<file path="config.mk">
export PLATFORM = sky130hd
export DESIGN_NAME = audio_serial_rx
export DESIGN_NICKNAME = d
export VERILOG_FILES = /design/src/rtl/aud_rx_pkg.sv /design/src/rtl/aud_rx_sync.sv /design/src/rtl/aud_rx_framer.sv /design/src/rtl/aud_rx_deser.sv /design/src/rtl/aud_rx_pair.sv /design/src/rtl/audio_serial_rx.sv
export SDC_FILE = /design/constraint.sdc
export NUM_CORES = 1
export LEC_CHECK = 0
export ABC_AREA = 1
export BUFFER_PORTS_ARGS = -buffer_cell sky130_fd_sc_hd__buf_2
export CAP_MARGIN = 20
export CORE_MARGIN = 8
export CORE_UTILIZATION = 60
export DETAILED_ROUTE_END_ITERATION = 8
export HOLD_SLACK_MARGIN = 0.08
export PLACE_DENSITY = 0.8
export REMOVE_ABC_BUFFERS = 1
export SYNTH_ARGS = -nofsm -noshare
export SYNTH_HDL_FRONTEND = slang
export SYNTH_SLANG_ARGS = --single-unit
</file>
<file path="constraint.sdc">
create_clock -name clk -period 4.3 [get_ports clk]
set_clock_uncertainty 0.15 [all_clocks]
set_input_delay 0.645 -clock clk [delete_from_list [all_inputs] [get_ports clk]]
set_output_delay 0.645 -clock clk [all_outputs]
set_load 0.05 [all_outputs]
</file>
<file path="src/rtl/aud_rx_pkg.sv">
package aud_rx_pkg;
  localparam int unsigned SAMPLE_W = 24;
  localparam int unsigned NARROW_W = 16;

  typedef enum logic [1:0] {
    FMT_LSB16 = 2'd0,
    FMT_LSB24 = 2'd1,
    FMT_MSB24 = 2'd2,
    FMT_I2S   = 2'd3
  } fmt_e;
endpackage

</file>
<file path="src/rtl/aud_rx_sync.sv">
module aud_rx_sync #(
  parameter int unsigned W      = 3,
  parameter int unsigned STAGES = 2
) (
  input  logic         clk,
  input  logic         rst_n,
  input  logic [W-1:0] d,
  output logic [W-1:0] q
);
  logic [STAGES-1:0][W-1:0] chain;

  genvar g;
  generate
    for (g = 0; g < STAGES; g++) begin : g_stage
      if (g == 0) begin : g_first
        always_ff @(posedge clk or negedge rst_n) begin
          if (!rst_n) chain[g] <= '0;
          else        chain[g] <= d;
        end
      end else begin : g_next
        always_ff @(posedge clk or negedge rst_n) begin
          if (!rst_n) chain[g] <= '0;
          else        chain[g] <= chain[g-1];
        end
      end
    end
  endgenerate

  assign q = chain[STAGES-1];
endmodule

</file>
<file path="src/rtl/aud_rx_framer.sv">
module aud_rx_framer
  import aud_rx_pkg::*;
(
  input  logic clk,
  input  logic rst_n,
  input  fmt_e fmt,
  input  logic bclk_s,
  input  logic lr_s,
  output logic tick,
  output logic lsb_end,
  output logic end_left,
  output logic word_start,
  output logic start_left
);
  logic bclk_d;
  logic lr_last;
  logic primed;
  logic seen_bnd;
  logic dly_pend;
  logic chg;
  logic is_lsb;

  assign is_lsb = (fmt == FMT_LSB16) || (fmt == FMT_LSB24);
  assign tick   = bclk_s & ~bclk_d;
  assign chg    = tick & primed & (lr_s != lr_last);

  // justified end: the half that just closed carried the previous level
  assign lsb_end  = chg & seen_bnd & is_lsb;
  assign end_left = lr_last;

  always_comb begin
    if (fmt == FMT_I2S) begin
      word_start = tick & dly_pend;
      start_left = ~lr_s;
    end else begin
      word_start = chg & ~is_lsb;
      start_left = lr_s;
    end
  end

  always_ff @(posedge clk or negedge rst_n) begin
    if (!rst_n) begin
      bclk_d   <= 1'b0;
      lr_last  <= 1'b0;
      primed   <= 1'b0;
      seen_bnd <= 1'b0;
      dly_pend <= 1'b0;
    end else begin
      bclk_d <= bclk_s;
      if (tick) begin
        lr_last  <= lr_s;
        primed   <= 1'b1;
        dly_pend <= chg;
        if (chg) seen_bnd <= 1'b1;
      end
    end
  end
endmodule

</file>
<file path="src/rtl/aud_rx_deser.sv">
module aud_rx_deser
  import aud_rx_pkg::*;
#(
  parameter int unsigned W  = SAMPLE_W,
  parameter int unsigned NW = NARROW_W,
  localparam int unsigned CW = $clog2(W + 1)
) (
  input  logic         clk,
  input  logic         rst_n,
  input  fmt_e         fmt,
  input  logic         tick,
  input  logic         sd_bit,
  input  logic         lsb_end,
  input  logic         end_left,
  input  logic         word_start,
  input  logic         start_left,
  output logic         word_vld,
  output logic [W-1:0] word,
  output logic         word_left
);
  logic [W-1:0]  shreg, n_sh, shifted, narrow, partial, emit_word;
  logic [CW-1:0] cnt, n_cnt, pad;
  logic          active, n_act, cur_left, n_cl;
  logic          emit, emit_left, is_lsb;

  assign is_lsb  = (fmt == FMT_LSB16) || (fmt == FMT_LSB24);
  assign shifted = {shreg[W-2:0], sd_bit};
  assign narrow  = {shreg[NW-1:0], {(W-NW){1'b0}}};
  assign pad     = CW'(W) - cnt;
  assign partial = shreg << pad;

  always_comb begin
    emit      = 1'b0;
    emit_word = '0;
    emit_left = 1'b0;
    n_sh      = shreg;
    n_cnt     = cnt;
    n_act     = active;
    n_cl      = cur_left;
    if (tick) begin
      n_sh = shifted;
      if (is_lsb) begin
        if (lsb_end) begin
          emit      = 1'b1;
          emit_word = (fmt == FMT_LSB16) ? narrow : shreg;
          emit_left = end_left;
        end
      end else if (word_start) begin
        if (active && (cnt != '0)) begin
          emit      = 1'b1;
          emit_word = partial;
          emit_left = cur_left;
        end
        n_cnt = CW'(1);
        n_act = 1'b1;
        n_cl  = start_left;
      end else if (active) begin
        n_cnt = cnt + CW'(1);
        if (n_cnt == CW'(W)) begin
          emit      = 1'b1;
          emit_word = shifted;
          emit_left = cur_left;
          n_act     = 1'b0;
        end
      end
    end
  end

  always_ff @(posedge clk or negedge rst_n) begin
    if (!rst_n) begin
      shreg     <= '0;
      cnt       <= '0;
      active    <= 1'b0;
      cur_left  <= 1'b0;
      word_vld  <= 1'b0;
      word      <= '0;
      word_left <= 1'b0;
    end else begin
      shreg    <= n_sh;
      cnt      <= n_cnt;
      active   <= n_act;
      cur_left <= n_cl;
      word_vld <= emit;
      if (emit) begin
        word      <= emit_word;
        word_left <= emit_left;
      end
    end
  end
endmodule

</file>
<file path="src/rtl/aud_rx_pair.sv">
module aud_rx_pair #(
  parameter int unsigned W = 24
) (
  input  logic         clk,
  input  logic         rst_n,
  input  logic         word_vld,
  input  logic [W-1:0] word,
  input  logic         word_left,
  input  logic         out_ready,
  output logic         out_valid,
  output logic [W-1:0] out_left,
  output logic [W-1:0] out_right
);
  logic [W-1:0] lhold;
  logic         have_left;
  logic         load, slot;

  assign load = word_vld & ~word_left & have_left;
  assign slot = ~out_valid | out_ready;

  always_ff @(posedge clk or negedge rst_n) begin
    if (!rst_n) begin
      lhold     <= '0;
      have_left <= 1'b0;
      out_valid <= 1'b0;
      out_left  <= '0;
      out_right <= '0;
    end else begin
      if (word_vld && word_left) begin
        lhold     <= word;
        have_left <= 1'b1;
      end else if (word_vld) begin
        have_left <= 1'b0;
      end
      if (load && slot) begin
        out_left  <= lhold;
        out_right <= word;
        out_valid <= 1'b1;
      end else if (out_ready) begin
        out_valid <= 1'b0;
      end
    end
  end
endmodule

</file>
<file path="src/rtl/audio_serial_rx.sv">
module audio_serial_rx
  import aud_rx_pkg::*;
#(
  parameter int unsigned W         = SAMPLE_W,
  parameter int unsigned NW        = NARROW_W,
  parameter int unsigned SYNC_DEPTH = 2
) (
  input  logic         clk,
  input  logic         rst_n,
  input  logic [1:0]   fmt_sel,
  input  logic         bclk,
  input  logic         lrclk,
  input  logic         sdata,
  output logic         out_valid,
  input  logic         out_ready,
  output logic [W-1:0] out_left,
  output logic [W-1:0] out_right
);
  logic [1:0]   fmt_q;
  fmt_e         fmt;
  logic [2:0]   pins_s;
  logic         tick, lsb_end, end_left, word_start, start_left;
  logic         word_vld, word_left;
  logic [W-1:0] word;

  always_ff @(posedge clk) begin
    if (!rst_n) fmt_q <= fmt_sel;
  end
  assign fmt = fmt_e'(fmt_q);

  aud_rx_sync #(.W(3), .STAGES(SYNC_DEPTH)) u_sync (
    .clk(clk), .rst_n(rst_n),
    .d({bclk, lrclk, sdata}), .q(pins_s)
  );

  aud_rx_framer u_framer (
    .clk(clk), .rst_n(rst_n), .fmt(fmt),
    .bclk_s(pins_s[2]), .lr_s(pins_s[1]),
    .tick(tick), .lsb_end(lsb_end), .end_left(end_left),
    .word_start(word_start), .start_left(start_left)
  );

  aud_rx_deser #(.W(W), .NW(NW)) u_deser (
    .clk(clk), .rst_n(rst_n), .fmt(fmt),
    .tick(tick), .sd_bit(pins_s[0]),
    .lsb_end(lsb_end), .end_left(end_left),
    .word_start(word_start), .start_left(start_left),
    .word_vld(word_vld), .word(word), .word_left(word_left)
  );

  aud_rx_pair #(.W(W)) u_pair (
    .clk(clk), .rst_n(rst_n),
    .word_vld(word_vld), .word(word), .word_left(word_left),
    .out_ready(out_ready), .out_valid(out_valid),
    .out_left(out_left), .out_right(out_right)
  );
endmodule

</file>
==> qor.yml, run 1 <==
outcome:
  status: "completed"
floorplan:
  start_util: 0.606
  ioPinCount: 57
  row_count: 41
  die-area_mm2: 0.0164
  die_w_um: 128
  dieHeight_um: 128
  coreArea_mm2: 0.0124
sta:
  fmax_mhz: 329
  period_minus_slack_ns: 3.04
  rsz0062_at_grt: "false"
  fin_tns_setup_ns: 0
  finalSetupViolations: 0
  relSlewSlack: 0.462
  final-hold-violation-count: 0
  finalMaxSlewViolations: 0
  fin_crit_sh: 0.707
  tightest_slew_ns: 0.806
synthesis:
  synth_ff_type: "dfrtp_1"
  synth_area_leaders: "dfrtp_1, nand2_1, nand3_1"
  ys_seq_area_frac: 0.481
  netlist_area_mm2: 0.00752
  yosysTopAreaCellShare: 0.473
  syn_inst: 933
  syn_area_per_cell_um2: 8.06
  synth_edf_count: 2
  synthArstFlopShare: 0.986
  synth_cell_types: 40
  synth_most_common_cell: "nand2_1"
  yosys-top-cells-count: "nand2_1, dfrtp_1, nand3_1, o21ai_0, inv_1"
  synth_top_area_cell: "dfrtp_1"
  ys_warn_count: 0
  synth_seq_cells: 144
critical_path:
  regToRegSetupSlack_ns: 1.26
  r2r_end: "u_deser.word[15]"
  reg2reg_depth: 11
  crit_cells: 11
  cp_top_family: "buffers and inverters"
  slowest_stage: "inv_1"
  setup.worst_path.end_class: "register"
  cpPeakStageDelay_ns: 0.56
  critical_path.startpoint: "u_deser.cnt[0]"
  worstPathRequired_ns: 4.46
  crit_type: "reg2reg"
  worstSetupStartpointType: "register"
  worstPathArrival_ns: 3.20
  cp_common_cell: "nand3_1"
  path_max_fanout: 27
  path_buf_inv: 3
  r2r_start: "u_deser.cnt[0]"
  path_cells: "inv_2, ha_1, buf_4, inv_1, nand3_1, nand3_1, nand2_1, o211ai_1, nand3_1, nand3_1, nand2_1"
  crit_end: "u_deser.word[15]"
route:
  drcViolationCount: 0
  first_iter_violations: 699
  dr.pass1.iters: 6
  vias: 6680
  vias_per_cell: 5.81
  routed_wirelength_um: 19300
  routedWlPerCell_um: 16.8
  detail-route-antenna-nets: 0
clocking:
  cts_tree: "done"
  cts_root_buffer: "clkbuf_16"
  ctsHoldBuffers: 0
  cts_buffers: 17
  clk_latency_ns: 0.42
  cts.repair.resized: 0
  cts_post_setup_buffers_inserted: 0
  cts_max_level: 4
  clk_pin_slew_worst_paths_ns: 0.06
  clkSinkCount: 144
  clk_path_buf_depth: 2
power_and_ir_drop:
  p_leak_nw: 4.09
  powerDensity_mw_per_mm2: 609
  peakVddDrop_mv: 0.905
  report.power.total_mw: 5.11
placement:
  gp_congestion: 0.976
  portBuffers: 56
  place_inst: 1118
  post-dp-hpwl_um: 13400
finish:
  syn2layout_area_growth_pct: 11.4
  final_util: 0.675
  finalNetCount: 976
  drive_above_1_share: 0.164
  diodes: 0
  instances_no_fill: 1150
min_path:
  hp-class: "in2async"
grt:
  grt_use_total: 0.248
  antenna_found_initial: 0
  first_global_vias: 6328
  grt_first_pass_wirelength_um: 32000
  grt_max_degree: 77
  globalRouteOverflowTotal: 0
job:
  max_cap_viol_count: 0
## where the power goes
| group | internal, mW | switching (mW) |
|---|---|---|
| Combinational | 0.576 | 1.39 |
| Sequential | 1.58 | 0.199 |
| Clock | 0.811 | 0.556 |
## registers in the layout (all words and copies together), names as in the netlist, 2 cells and up
signal,cells
u_sync.q,3
u_deser.word,24
u_pair.lhold,24
fmt,2
u_deser.cnt,5
u_sync.chain,3
u_pair.out_left,24
u_pair.out_right,24
u_deser.shreg,24
## metal layers
layer,part of all wire,vias up,track usage
li1,-,3167,-
met5,0,-,0
met4,0.022,0,0.104
met2,0.46,309,0.385
met1,0.42,3168,0.326
met3,0.095,36,0.0603
## cells by family (layout without fill, tap and decap cells)
logic type,after synthesis,count (layout),share of synthesized area
buffers and inverters,122,167,0.0731
muxes,24,24,0.0359
xor gates and xnor gates,3,3,0.00449
AOI/OAI and AO/OA,158,158,0.117
adders and majority gates,3,3,0.00499
DFF,144,144,0.481
and+or+nand+nor,479,479,0.284
## worst min path at each step
stage / start / to / slack (ns) / cells after the start
after floorplan: u_sync.chain[0] / u_sync.q[0] / 0.18 / 0
after global placement: u_sync.chain[2] / u_sync.q[2] / 0.18 / 0
after detailed placement: u_sync.chain[2] / u_sync.q[2] / 0.19 / 0
after CTS: rst_n / u_sync.chain[2] / 0.12 / 1
after global routing: rst_n / u_sync.chain[2] / 0.15 / 1
final: rst_n / u_sync.chain[2] / 0.10 / 1
## stage by stage
stage | cell area [µm²] | hold WS, ns | setup WS (ns)
finish | 8380 | 0.104 | 1.26
global route | 8380 | 0.154 | 1.03
CTS | 8380 | 0.120 | 1.32
detailed placement | 7820 | 0.186 | 1.34
global placement | 7820 | 0.183 | 1.35
floorplan | 7230 | 0.181 | 0.975
## layout by cell type (no fill, tap or decap), drive strengths merged
cell type | netlist | layout
nand2b | 1 | 1
clkinv | 0 | 7
clkbuf | 26 | 20
ha | 3 | 3
nand4 | 6 | 6
a21oi | 29 | 29
nor2 | 30 | 30
dfrtp | 142 | 142
edfxtp | 2 | 2
o31ai | 6 | 6
o22ai | 11 | 11
mux2 | 24 | 24
nand2 | 303 | 303
xor2 | 3 | 3
o221ai | 1 | 1
and2 | 1 | 1
a31oi | 3 | 3
buf | 27 | 66
clkinvlp | 0 | 2
nand3 | 138 | 138
o211ai | 10 | 10
o21ai | 98 | 98
bufinv | 0 | 1
inv | 69 | 71
## worst register-to-register path, cell delays in order (launching register included)
cell,delay [ns]
dfrtp_1,0.38
inv_2,0.33
ha_1,0.31
buf_4,0.22
inv_1,0.56
nand3_1,0.19
nand3_1,0.13
nand2_1,0.12
o211ai_1,0.27
nand3_1,0.11
nand3_1,0.11
nand2_1,0.05
## area by class of cell
type | count | area [µm²]
clock buffers | 20 | 447
clock inverters | 12 | 109
fillers | 1027 | 4040
inverters | 69 | 264
multi-input cells | 667 | 3360
flip-flops and latches | 144 | 3610
well taps | 172 | 215
repair buffers | 66 | 374
(Power assumes the default switching activity.)
==> inputs of run 2 (changes only) <==
Clock period 4.3 ns to 2.8 ns, I/O delays scaled along.
==> run 2 against run 1 <==
Compared with the run above:
- routed wire length grew 2.5%
- worst hold slack got worse by 0.0015 ns
- critical endpoint is now u_deser.word[12]
- total power up 57%
- critical path depth shrank 1
- largest power group unchanged
- cell count up 1.1%
- fmax up 18%
- non-clock buffer count is 13 higher
- combinational power increased by 57%
==> qor.yml, run 2 (synthesized netlist as in run 1, its figures left out) <==
outcome:
  status: "completed"  # unchanged
route:
  routedWlPerCell_um: 17.0  # was 16.8 µm
  routed_wirelength_um: 19800  # was 19300 µm
  first_iter_violations: 837  # was 699
  dr.pass1.iters: 6  # unchanged
  vias_per_cell: 5.87  # was 5.81
  drcViolationCount: 0  # unchanged
  vias: 6823  # was 6680
  detail-route-antenna-nets: 0  # unchanged
sta:
  setup_slack_ns: 0.224  # was 1.26 ns
  tightest_slew_ns: 0.691  # was 0.806 ns
  rsz0062_at_grt: "false"  # unchanged
  fmax_mhz: 388  # was 329 MHz
  final-hold-violation-count: 0  # unchanged
  fin_crit_sh: 0.920  # was 0.707
  period_minus_slack_ns: 2.58  # was 3.04 ns
  finalSetupViolations: 0  # unchanged
  finalMaxSlewViolations: 0  # unchanged
  relSlewSlack: 0.538  # was 0.462
floorplan:
  row_count: 41  # unchanged
  die_w_um: 128  # unchanged
  ioPinCount: 57  # unchanged
  start_util: 0.606  # unchanged
  die-area_mm2: 0.0164  # unchanged
  dieHeight_um: 128  # unchanged
  coreArea_mm2: 0.0124  # unchanged
grt:
  grt_max_degree: 74  # was 77
  grt_first_pass_wirelength_um: 32700  # was 32000 µm
  globalRouteOverflowTotal: 0  # unchanged
  antenna_found_initial: 0  # unchanged
  grt_use_total: 0.252  # was 0.248
  first_global_vias: 6458  # was 6328
clocking:
  cts_buffers: 17  # unchanged
  clk_path_buf_depth: 2  # unchanged
  clk_latency_ns: 0.42  # about the same
  clkSinkCount: 144  # unchanged
  cts_max_level: 4  # unchanged
  cts_root_buffer: "clkbuf_16"  # unchanged
  clk_pin_slew_worst_paths_ns: 0.06  # about the same
  cts_tree: "done"  # unchanged
min_path:
  min_to: "u_pair.out_valid"
  holdPathStages: 4
  hold_start: "out_ready"
  hp-class: "in2reg"  # was in2async
placement:
  gp_congestion: 1.01  # was 0.976
  post-dp-hpwl_um: 13300  # was 13400 µm
  pre_cts_ws_ns: 0.290  # was 1.34 ns
  post_dp_cell_area_mm2: 0.00788  # was 0.00782 mm²
  portBuffers: 56  # unchanged
critical_path:
  r2r_end: "u_deser.word[12]"  # was u_deser.word[15]
  cpPeakStageDelay_ns: 0.38  # was 0.56 ns
  cp_common_cell: "nand3_1"  # unchanged
  path_buf_inv: 1  # was 3
  worstSetupStartpointType: "register"  # unchanged
  critical_path.startpoint: "u_deser.cnt[0]"  # unchanged
  slowest_stage: "nor2_4"  # was inv_1
  reg2reg_depth: 10  # was 11
  path_cells: "buf_4, ha_1, nand3_1, xor2_2, nand3_4, nor2_4, nand2_1, nand3_1, nand3_1, o21ai_1"  # was inv_2, ha_1, buf_4, inv_1, nand3_1, nand3_1, nand2_1, o211ai_1, nand3_1, nand3_1, nand2_1
  worstPathArrival_ns: 2.77  # was 3.20 ns
  cp_top_family: "simple AND/OR/NAND/NOR gates"  # was buffers and inverters
  path_max_fanout: 30  # was 27
  setup.worst_path.end_class: "register"  # unchanged
  worstPathRequired_ns: 2.99  # was 4.46 ns
  r2r_start: "u_deser.cnt[0]"  # unchanged
  regToRegSetupSlack_ns: 0.22  # was 1.26 ns
  crit_type: "reg2reg"  # unchanged
finish:
  final_area_mm2: 0.00851  # was 0.00838 mm²
  drive_above_1_share: 0.164  # about the same
  layout_common_cells: "nand2_1, dfrtp_1, nand3_1"  # unchanged
  finalNetCount: 989  # was 976
  layout_commonest_cell: "nand2_1"  # unchanged
  diodes: 0  # unchanged
  syn2layout_area_growth_pct: 13.2  # was 11.4%
power_and_ir_drop:
  peakVddDrop_mv: 0.983  # was 0.905 mV
  powerDensity_mw_per_mm2: 945  # was 609 mW/mm²
  p_leak_nw: 4.15  # was 4.09 nW
job:
  max_cap_viol_count: 0  # unchanged
run 2: cell types whose count changed in the layout (fill, tap and decap cells not counted), sizes merged:
cell	change
buf	+7
dlygate4sd3	+6
clkbuf	+5
clkinv	-4
bufinv	+1
clkinvlp	-1
inv	-1
run 2: area by class of cell:
cell class	instances	area, µm²
Tap cell	172	215
Multi-Input combinational cell	667	3360
Inverter	69	264
Fill cell	986	3900
Clock buffer	25	475
Timing Repair Buffer	79	487
Sequential cell	144	3610
Clock inverter	7	103
run 2: through the flow:
| step | hold WS, ns | utilization | power (mW) | TNS [ns] | std cells |
|---|---|---|---|---|---|
| 2_1_floorplan | -0.0256 | - | 4.85 | -25.96 | 880 |
| 3_3_place_gp | 0.182 | 0.634 | 5.73 | 0 | 1125 |
| 3_5_place_dp | 0.185 | 0.634 | 5.74 | 0 | 1125 |
| 4_1_cts | 0.0941 | 0.686 | 7.99 | 0 | 1163 |
| 5_1_grt | 0.139 | 0.686 | 8.52 | 0 | 1163 |
| 6_report | 0.103 | 0.686 | 8.04 | 0 | 1163 |
run 2: timing repair:
item                      in CTS  in global routing
resized for setup              0                  0
buffers inserted               0                  0
hold endpoints to repair      35                  0
hold buffers                   6                  0
run 2: how the worst max path moves through the flow:
| stage | endpoint | cells past startpoint |
|---|---|---|
| after CTS | u_deser.word[23] | 12 |
| after floorplan | u_pair.out_left[0] | 3 |
| after global placement | u_deser.word[4] | 10 |
| after detailed placement | u_deser.word[4] | 10 |
| after global routing | u_deser.word[23] | 14 |
| final | u_deser.word[12] | 10 |
run 2: layer usage:
metal  vias up  GRT usage  wire length (µm)
met2       386      0.396              9140
met1      3211      0.328              8160
met4         0      0.106               514
met5         -          0                 0
met3        49     0.0603              1940
li1       3177          -                 -
run 2: where the power goes:
group          switching [mW]  leakage, nW  internal [mW]
Sequential              0.315         1.90           2.42
Combinational            2.14         1.97          0.947
Clock                   0.854        0.276           1.37
Total                    3.31         4.15           4.73
run 2: worst min-delay path, cell delays in order:
cell,delay (ns)
buf_2,0.07
inv_1,0.03
nand2_1,0.06
nand2_1,0.05
